File: src/rtl/otp_pkg.sv
package otp_pkg;

    typedef enum logic [1:0] {
        ST_READ  = 2'd0,
        ST_IDENT = 2'd1,
        ST_SETUP = 2'd2,
        ST_BUSY  = 2'd3
    } ctl_state_t;

    typedef enum logic [1:0] {
        AR_NONE  = 2'd0,
        AR_LOCK  = 2'd1,
        AR_FACT  = 2'd2,
        AR_USER  = 2'd3
    } area_t;

    localparam logic [7:0] CMD_READ  = 8'hFF;
    localparam logic [7:0] CMD_IDENT = 8'h90;
    localparam logic [7:0] CMD_PROG  = 8'hC0;

    localparam logic [7:0] LOCK_ADDR = 8'h80;
    localparam int         LOCK_BIT  = 1;

    localparam int SB_READY = 7;
    localparam int SB_PERR  = 4;
    localparam int SB_LOCKA = 1;

endpackage

File: src/rtl/otp_addr_decode.sv
module otp_addr_decode
    import otp_pkg::*;
#(
    parameter int ADDR_W     = 21,
    parameter int HALF_WORDS = 4,
    parameter int IDX_W      = $clog2(HALF_WORDS)
) (
    input  logic [ADDR_W-1:0] addr,
    output area_t             area,
    output logic [IDX_W-1:0]  fact_idx,
    output logic [IDX_W-1:0]  user_idx
);

    localparam logic [7:0] FACT_BASE = LOCK_ADDR + 8'd1;
    localparam logic [7:0] USER_BASE = FACT_BASE + 8'(HALF_WORDS);
    localparam logic [7:0] USER_END  = USER_BASE + 8'(HALF_WORDS);

    logic       hi_zero;
    logic [7:0] low;

    assign hi_zero = (addr[ADDR_W-1:8] == '0);
    assign low     = addr[7:0];

    always_comb begin
        area = AR_NONE;
        if (hi_zero) begin
            if (low == LOCK_ADDR) begin
                area = AR_LOCK;
            end else if (low >= FACT_BASE && low < USER_BASE) begin
                area = AR_FACT;
            end else if (low >= USER_BASE && low < USER_END) begin
                area = AR_USER;
            end
        end
    end

    assign fact_idx = IDX_W'(low - FACT_BASE);
    assign user_idx = IDX_W'(low - USER_BASE);

endmodule

File: src/rtl/otp_user_store.sv
module otp_user_store #(
    parameter int HALF_WORDS = 4,
    parameter int IDX_W      = $clog2(HALF_WORDS)
) (
    input  logic                         clk,
    input  logic                         por_n,
    input  logic                         wr_en,
    input  logic [IDX_W-1:0]             wr_idx,
    input  logic [15:0]                  wr_data,
    input  logic                         lock_set,
    output logic [HALF_WORDS-1:0][15:0]  words,
    output logic                         unlocked
);

    for (genvar g = 0; g < HALF_WORDS; g++) begin : g_word
        always_ff @(posedge clk or negedge por_n) begin
            if (!por_n) begin
                words[g] <= '1;
            end else if (wr_en && wr_idx == IDX_W'(g)) begin
                words[g] <= words[g] & wr_data;
            end
        end
    end

    always_ff @(posedge clk or negedge por_n) begin
        if (!por_n) begin
            unlocked <= 1'b1;
        end else if (lock_set) begin
            unlocked <= 1'b0;
        end
    end

endmodule

File: src/rtl/otp_busy_timer.sv
module otp_busy_timer #(
    parameter int CYCLES = 8
) (
    input  logic clk,
    input  logic rst_n,
    input  logic start,
    output logic done
);

    localparam int CNT_W = $clog2(CYCLES + 1);

    logic             run;
    logic [CNT_W-1:0] cnt;

    always_ff @(posedge clk or negedge rst_n) begin
        if (!rst_n) begin
            run <= 1'b0;
            cnt <= '0;
        end else if (start) begin
            run <= 1'b1;
            cnt <= CNT_W'(CYCLES);
        end else if (run) begin
            cnt <= cnt - 1'b1;
            if (cnt == CNT_W'(1)) begin
                run <= 1'b0;
            end
        end
    end

    assign done = run && (cnt == CNT_W'(1));

endmodule

File: src/rtl/otp_secreg_ctrl.sv
module otp_secreg_ctrl
    import otp_pkg::*;
#(
    parameter int              ADDR_W      = 21,
    parameter int              HALF_WORDS  = 4,
    parameter int              PROG_CYCLES = 8,
    parameter logic [63:0]     FACTORY     = 64'h0F1E_2D3C_4B5A_6978
) (
    input  logic              clk,
    input  logic              rst_n,
    input  logic              por_n,
    input  logic              wr_en,
    input  logic              rd_en,
    input  logic [ADDR_W-1:0] addr,
    input  logic [15:0]       wdata,
    output logic [15:0]       rdata,
    output logic              busy,
    output logic [7:0]        status
);

    localparam int IDX_W = $clog2(HALF_WORDS);

    ctl_state_t state, state_nx;
    area_t      area;
    logic [IDX_W-1:0] fact_idx, user_idx;

    logic [HALF_WORDS-1:0][15:0] user_words;
    logic                        user_unlocked;

    logic             ret_ident;
    logic             perr_q, locka_q;
    logic             pend_lock;
    logic [IDX_W-1:0] pend_idx;
    logic [15:0]      pend_data;

    logic       tmr_done;
    logic [7:0] cmd;
    logic       cmd_state;
    logic       setup_take;
    logic       confirm;
    logic       accept;
    logic [15:0] rd_word;

    assign cmd        = wdata[7:0];
    assign cmd_state  = (state == ST_READ) || (state == ST_IDENT);
    assign setup_take = cmd_state && wr_en && (cmd == CMD_PROG);
    assign confirm    = (state == ST_SETUP) && wr_en;
    assign accept     = (area == AR_LOCK) || ((area == AR_USER) && user_unlocked);

    otp_addr_decode #(
        .ADDR_W     (ADDR_W),
        .HALF_WORDS (HALF_WORDS),
        .IDX_W      (IDX_W)
    ) i_decode (
        .addr     (addr),
        .area     (area),
        .fact_idx (fact_idx),
        .user_idx (user_idx)
    );

    otp_busy_timer #(
        .CYCLES (PROG_CYCLES)
    ) i_timer (
        .clk   (clk),
        .rst_n (rst_n),
        .start (confirm && accept),
        .done  (tmr_done)
    );

    otp_user_store #(
        .HALF_WORDS (HALF_WORDS),
        .IDX_W      (IDX_W)
    ) i_store (
        .clk      (clk),
        .por_n    (por_n),
        .wr_en    (tmr_done && !pend_lock),
        .wr_idx   (pend_idx),
        .wr_data  (pend_data),
        .lock_set (tmr_done && pend_lock && !pend_data[LOCK_BIT]),
        .words    (user_words),
        .unlocked (user_unlocked)
    );

    // State register
    always_ff @(posedge clk or negedge rst_n) begin
        if (!rst_n) begin
            state <= ST_READ;
        end else begin
            state <= state_nx;
        end
    end

    // Next-state logic
    always_comb begin
        state_nx = state;
        unique case (state)
            ST_READ, ST_IDENT: begin
                if (wr_en) begin
                    if (cmd == CMD_READ) begin
                        state_nx = ST_READ;
                    end else if (cmd == CMD_IDENT) begin
                        state_nx = ST_IDENT;
                    end else if (cmd == CMD_PROG) begin
                        state_nx = ST_SETUP;
                    end
                end
            end
            ST_SETUP: begin
                if (wr_en) begin
                    if (accept) begin
                        state_nx = ST_BUSY;
                    end else begin
                        state_nx = ret_ident ? ST_IDENT : ST_READ;
                    end
                end
            end
            ST_BUSY: begin
                if (tmr_done) begin
                    state_nx = ret_ident ? ST_IDENT : ST_READ;
                end
            end
            default: state_nx = ST_READ;
        endcase
    end

    // Read source selection
    always_comb begin
        rd_word = '0;
        unique case (area)
            AR_LOCK: rd_word = {14'd0, user_unlocked, 1'b0};
            AR_FACT: rd_word = FACTORY[16*fact_idx +: 16];
            AR_USER: rd_word = user_words[user_idx];
            default: rd_word = '0;
        endcase
    end

    // Registered outputs and operation context
    always_ff @(posedge clk or negedge rst_n) begin
        if (!rst_n) begin
            rdata     <= '0;
            ret_ident <= 1'b0;
            perr_q    <= 1'b0;
            locka_q   <= 1'b0;
            pend_lock <= 1'b0;
            pend_idx  <= '0;
            pend_data <= '0;
        end else begin
            if (rd_en) begin
                rdata <= (state == ST_IDENT) ? rd_word : 16'h0000;
            end
            if (setup_take) begin
                ret_ident <= (state == ST_IDENT);
                perr_q    <= 1'b0;
                locka_q   <= 1'b0;
            end
            if (confirm) begin
                pend_lock <= (area == AR_LOCK);
                pend_idx  <= user_idx;
                pend_data <= wdata;
                if (area == AR_NONE) begin
                    perr_q <= 1'b1;
                end else if (!accept) begin
                    perr_q  <= 1'b1;
                    locka_q <= 1'b1;
                end
            end
        end
    end

    assign busy   = (state == ST_BUSY);
    assign status = {!busy, 2'b00, perr_q, 2'b00, locka_q, 1'b0};

endmodule

File: config.mk
export PLATFORM = sky130hd
export DESIGN_NAME = otp_secreg_ctrl
export DESIGN_NICKNAME = d
export VERILOG_FILES = /design/src/rtl/otp_pkg.sv /design/src/rtl/otp_addr_decode.sv /design/src/rtl/otp_user_store.sv /design/src/rtl/otp_busy_timer.sv /design/src/rtl/otp_secreg_ctrl.sv
export SDC_FILE = /design/constraint.sdc
export NUM_CORES = 1
export LEC_CHECK = 0
export CELL_PAD_IN_SITES_DETAIL_PLACEMENT = 1
export CELL_PAD_IN_SITES_GLOBAL_PLACEMENT = 1
export CORE_ASPECT_RATIO = 1.4
export CORE_MARGIN = 2
export CORE_UTILIZATION = 35
export CTS_CLUSTER_DIAMETER = 40
export CTS_CLUSTER_SIZE = 30
export DETAILED_ROUTE_END_ITERATION = 8
export DONT_BUFFER_PORTS = 1
export PLACE_DENSITY = 0.6
export SLEW_MARGIN = 20
export SYNTH_ARGS = -nofsm -noshare
export SYNTH_HDL_FRONTEND = slang
export SYNTH_HIERARCHICAL = 1
export SYNTH_SLANG_ARGS = --single-unit
File: constraint.sdc
create_clock -name clk -period 2.4 [get_ports clk]
set_input_delay 0.48 -clock clk [delete_from_list [all_inputs] [get_ports clk]]
set_output_delay 0.48 -clock clk [all_outputs]
set_load 0.02 [all_outputs]
==> results.cfg, run 1 <==
[min_path]
hold_class = in -> reg

[cts]
cts.sinks = 110
cts_setup_buffers = 0
cts-root-buf = clkbuf_16
ctsHtreeMaxLevel = 3
path_clk_slew_ps = 80
insertion_delay_ps = 340
cts_tree = yes
cts_buffers = 9
cts_buffer_depth = 2

[layout]
nets = 484
fin_cells = 633
final_layout_size_suffix_gt1_share_pct = 25.0
num_antenna_cells = 0
area_delta_synth_final_pct = 11.1
nFillCells = 1516
fin_util_pct = 39.5

[floorplan]
die-height_um = 147
dieArea_um2 = 15600
num_io_pins = 67
rows = 52
core_area_um2 = 14400
die_width_um = 106
floorplan.initialDensity_pct = 35.6

[pwr]
leakage_nw = 2.43
vdd_drop_max_mv = 0.405
p_per_area_nw_per_um2 = 712

[route]
route.detailed.drc = 0
via_per_inst = 5.18
firstDrtPassIters = 4
drtAntennaViolNets = 0
drt-initial-drc-count = 138
drt-total-wl_um = 12100
wl_per_cell_um = 19.2
num_vias = 3282

[timing]
hold_viol_final = 0
setup_viol = 0
timing.hold.ws_ps = 235
fin_skew_ps = 7.06
drv_slew = 0
min_period_over_period_pct = 90.9
rsz0062_at_grt = false
period_needed_ps = 2180
finalSetupTns_ps = 0
timing.fmax_mhz = 459

[synthesis]
netlist_instances = 436
ys_ff_latch = 110
synth_top_family_by_area = compound AO/OA/AOI/OAI gates
synth_top_cell_by_area = dfstp_2
synthMuxAreaShare_pct = 8.91
synth_cell_type_count = 55
synth_fa_ha_area_share_pct = 0.734
synthTopCellsByArea = dfstp_2 33%, dfrtp_1 22%, mux4_1 6.2%
yosys.area_share.simple_pct = 13.4
synthXorXnorAreaFrac_pct = 0.514
synth_top_cell_area_share_pct = 33.4
ys_seq_area_share_pct = 55.4
yosys_warnings = 6
synth_compound_area_share_pct = 14.9
avgSynthCellArea_um2 = 11.7
netlist_area_um2 = 5110

[global_route]
grt_first_pass_wirelength_um = 20100
track_usage_pct = 16.6
grt_overflow_total = 0
antenna_found_initial = 0
first_global_vias = 3663
grt_max_degree = 66

[place]
hpwl_um = 8400
gp_congestion = 0.752
port_buffers = 0
place_inst = 614

[worst_setup_path]
startpoint_type = flop
cp_max_fo = 11
cp-end-kind = flop
setup.worst_path.class = reg -> reg
crit_arrival_ps = 2440
critPathRequiredTime_ps = 2650

[job]
maxCapViolations = 0

[status]
status = finished, final reports clean
kinds of logic after synthesis:
group | after synthesis
AO/OA/AOI/OAI | 106
XOR/XNOR | 3
adder cells (fa/ha/maj) | 3
buffers and inverters | 60
flip-flops | 110
multiplexers | 21
other | 1
AND/OR/NAND/NOR | 132
flip-flops by register name, summed over array words and instances, names as in the netlist, 2 cells and up:
name / cells
pend_data: 16
i_timer/cnt: 4
rdata: 16
i_store/words: 64
state: 2
pend_idx: 2
worst max-delay path: stages, from the launching register on:
cell,delay (ps)
dfrtp_1,410
inv_1,100
ha_1,130
or3b_1,370
nor2_1,170
nor2b_2,270
buf_12,170
nor2b_1,300
a21boi_0,160
report_power, final:
part	switching, mW	internal [mW]
combinational	0.260	0.130
clock	0.704	0.926
sequential	0.0807	1.95
total	1.04	3.00
metal layers:
metal  global-route usage (%)  wire, um  vias to the layer above
met5                        0         0                        -
met3                     2.88       386                        4
met2                     28.8      6320                       56
met4                     4.34       110                        0
met1                     21.3      5340                     1718
li1                         -         -                     1504
synth_stat cells (all sizes together):
master / count
dfstp: 65
a21boi: 64
nand2: 62
dfrtp: 45
inv: 32
buf: 23
nor2b: 19
mux4: 16
o22ai: 16
nor2: 15
and2b: 10
a21oi: 8
clkbuf: 5
mux2i: 5
nand2b: 4
nand3: 4
nand4: 4
ha: 3
nor3: 3
nor4b: 3
o21ai: 3
a31oi: 2
and2: 2
nor4: 2
xor2: 2
a211oi: 1
a21bo: 1
a21o: 1
a221oi: 1
a22o: 1
a22oi: 1
a311oi: 1
a32o: 1
a41oi: 1
and3: 1
conb: 1
nand3b: 1
nor3b: 1
o21bai: 1
o221ai: 1
o31a: 1
o41a: 1
or3b: 1
xnor2: 1
cell usage in the layout, fill, tap and decap left out, types with 5 or more instances in the layout:
| cell type | synthesis | routed |
|---|---|---|
| dfrtp_1 | 45 | 45 |
| a21boi_1 | 38 | 38 |
| mux2i_1 | 5 | 5 |
| buf_4 | 10 | 12 |
| nor2_1 | 14 | 14 |
| mux4_1 | 12 | 12 |
| o22ai_1 | 16 | 16 |
| clkbuf_16 | 0 | 9 |
| nand2_1 | 62 | 62 |
| conb_1 | 1 | 5 |
| a21boi_0 | 26 | 26 |
| dfstp_2 | 65 | 65 |
| and2b_1 | 9 | 9 |
| nor2b_1 | 17 | 16 |
| inv_1 | 32 | 32 |
| a21oi_1 | 8 | 8 |
what timing repair did:
action,in CTS,in global routing
hold buffers,3,0
endpoints found under the hold margin,110,0
endpoints found under the setup margin,0,19
resized for setup,0,1
metrics by stage:
| step | setup slack [ps] | area, um^2 | total power [mW] |
|---|---|---|---|
| floorplan | 230 | 5130 | 2.30 |
| global placement | 196 | 5290 | 2.40 |
| detailed placement | 153 | 5290 | 2.41 |
| CTS | 91.5 | 5680 | 4.11 |
| global route | 13.5 | 5680 | 4.23 |
| finish | 219 | 5680 | 4.05 |
area by class of cell:
class,count,area (um^2),share of cell area (%)
Multi-Input combinational cell,270,1990,35.1
Timing Repair Buffer,16,175,3.08
Clock inverter,6,93.8,1.65
Tap cell,189,236,4.16
Inverter,32,120,2.11
Clock buffer,10,229,4.03
Sequential cell,110,2830,49.9
final timing paths:
kind | slack (ps) | to | cells past startpoint | from
max reg2reg | 220 | i_store/words[14] | 8 | i_timer/cnt[1]
max in group asynchronous | 1520 | pend_data[4] | 2 | rst_n
min | 240 | rdata[10] | 1 | rd_en
max | 220 | i_store/words[14] | 8 | i_timer/cnt[1]
min in group asynchronous | 260 | i_store/words[13] | 1 | por_n
min reg2reg | 470 | pend_data[11] | 2 | pend_data[11]
(Power assumes the default switching activity.)
==> inputs of run 2 (changes only) <==
- ABC_AREA: unset -> 1
- PLACE_DENSITY: 0.6 -> 0.64
==> results.cfg, run 2 <==
[status]
status = finished, final reports clean

[timing]
relSlewSlack_pct = 58.5
layout_setup_ws_ps = 334
hold_viol_final = 0
finalSetupTns_ps = 0
fin_skew_ps = 12.0
worst_slew_pin_slew_ps = 622
drv_slew = 0
min_period_over_period_pct = 86.1
setup_viol = 0
timing.hold.ws_ps = 250
period_needed_ps = 2070
rsz0062_at_grt = false
timing.fmax_mhz = 484

[pwr]
seq_power_share_pct = 49.6
clock_power_share_pct = 33.2
internal_power_mw = 3.19
p_sw_mw = 1.49
switching_share_pct = 31.9
leakage_nw = 3.29
vdd_drop_max_mv = 0.285
comb_power_share_pct = 17.1
p_per_area_nw_per_um2 = 720

[synthesis]
synthXorXnorAreaFrac_pct = 0
synth_top_cell_area_share_pct = 28.9
avgSynthCellArea_um2 = 7.60
synth_cell_type_count = 31
synthMuxAreaShare_pct = 3.05
ys_seq_area_share_pct = 48.0
yosys_warnings = 6
synth_top_family_by_area = simple AND/OR/NAND/NOR gates
synth_most_common_cell = nand2_1
ys_async_sr_fraction_pct = 100
ys.flop_type = dfstp_2
synth_top_cell_by_area = dfstp_2
ys_top_cells_by_count = 289 x nand2_1, 101 x inv_1, 75 x nand3_1
synth_edf_count = 0
synthTopCellsByArea = dfstp_2 29%, dfrtp_1 19%, nand2_1 18%
yosys.area_share.simple_pct = 32.7
netlist_instances = 778
netlist_area_um2 = 5910
ys_ff_latch = 110
synth_fa_ha_area_share_pct = 0.847
synth_compound_area_share_pct = 4.83

[floorplan]
core_area_um2 = 16700
rows = 56
die_width_um = 114
floorplan.initialDensity_pct = 35.4
num_io_pins = 67
die-height_um = 158
dieArea_um2 = 18000

[layout]
largest_reg_flops = 64
nets = 827
fin_area_um2 = 6490
num_antenna_cells = 0
layout.cells.most_common_list = 289 x nand2_1, 101 x inv_1, 75 x nand3_1, 72 x nor2_1, 65 x dfstp_2
largest_registers = i_store/words (64), pend_data (16), rdata (16)
largest-register = i_store/words
area_delta_synth_final_pct = 9.85
final_common_cell = nand2_1
final_layout_size_suffix_gt1_share_pct = 18.3

[cts]
cts-root-buf = clkbuf_16
ctsResizeCount = 0
ctsHtreeMaxLevel = 3
cts_tree = yes
path_clk_slew_ps = 80
cts_buffer_depth = 2
cts.sinks = 110
cts_buffers = 9
hold_buffers = 3
cts_setup_buffers = 0
insertion_delay_ps = 370

[route]
drtAntennaViolNets = 0
wl_per_cell_um = 17.8
route.detailed.drc = 0
num_vias = 4969
firstDrtPassIters = 4
drt-initial-drc-count = 200
drt-total-wl_um = 17600
via_per_inst = 5.02

[global_route]
grt_first_pass_wirelength_um = 28400
track_usage_pct = 20.7
antenna_found_initial = 0
grt_max_degree = 66
first_global_vias = 5335
grt_overflow_total = 0

[place]
preCtsSetupSlack_ps = 154
hpwl_um = 12400
gp_congestion = 0.815
port_buffers = 0
dpl_cell_area_um2 = 6120

[worst_setup_path]
reg2regPathDepth = 11
cpMostUsedCell = nand2_1
max_stage_delay_ps = 410
cp-end-kind = flop
path_cells = inv_1 -> ha_1 -> nand2_1 -> nor3_1 -> inv_1 -> nor2_1 -> buf_4 -> nand3_1 -> buf_4 -> nand2_1 -> nand2_1
crit_slowest_cell = dfrtp_1
cp_max_fo = 12
startpoint_type = flop
setup.worst_path.class = reg -> reg
critPathRequiredTime_ps = 2690
crit_arrival_ps = 2360

[job]
maxCapViolations = 0

[min_path]
hold_class = in -> async
[run 2: per-layer routing]
metal  wire length [um]  global-route usage, %  up-vias
li1                   -                      -     2388
met1               7480                   24.6     2485
met2               9240                   38.1       75
met3                432                   2.26       21
met4                428                   8.42        0
met5                  0                      0        -
[run 2: final cells by class]
class,count,area [um^2]
Inverter,105,394
Clock buffer,10,229
Multi-Input combinational cell,530,2460
Timing Repair Buffer,25,243
Fill cell,2071,10200
Sequential cell,110,2830
Tap cell,203,254
Clock inverter,6,72.6
[run 2: kinds of logic (layout without fill, tap and decap cells)]
family          Yosys count  in the layout
simple gates            466            466
buf+inv                 142            146
flops                   110            110
compound gates           43             43
mux                      12             12
fa+ha+maj                 4              4
other cells               1              5
[run 2: per-stage QoR]
step                      util [%]  power (mW)  std cells
final                         38.9        4.68        989
after global routing          38.9        4.90        989
after CTS                     38.9        4.74        989
after detailed placement      36.7        3.12        970
after global placement        36.7        3.10        970
after floorplan                  -        2.82        782
[run 2: final timing paths]
path,start,to,slack [ps]
worst max register to register,i_timer/cnt[1],i_store/words[16],330
min in group clk,rd_en,rdata[1],250
worst min-delay path,por_n,i_store/words[33],250
max in group asynchronous,rst_n,rdata[7],1540
worst min register to register,i_store/words[55],i_store/words[55],450
worst max-delay path,i_timer/cnt[1],i_store/words[16],330
[run 2: worst max-delay path, delay by kind of cell, from the launching register on]
kind          cells  cell delay [ps]
buf+inv           4              690
fa+ha+maj         1              160
flops             1              410
simple gates      6              710
[run 2: power groups by stage]
stage / registers (mW) / logic (mW) / clock network (mW)
floorplan: 2.22 / 0.596 / 0
global placement: 2.36 / 0.738 / 0
detailed placement: 2.36 / 0.761 / 0
CTS: 2.33 / 0.813 / 1.60
global route: 2.36 / 0.885 / 1.66
finish: 2.32 / 0.802 / 1.55
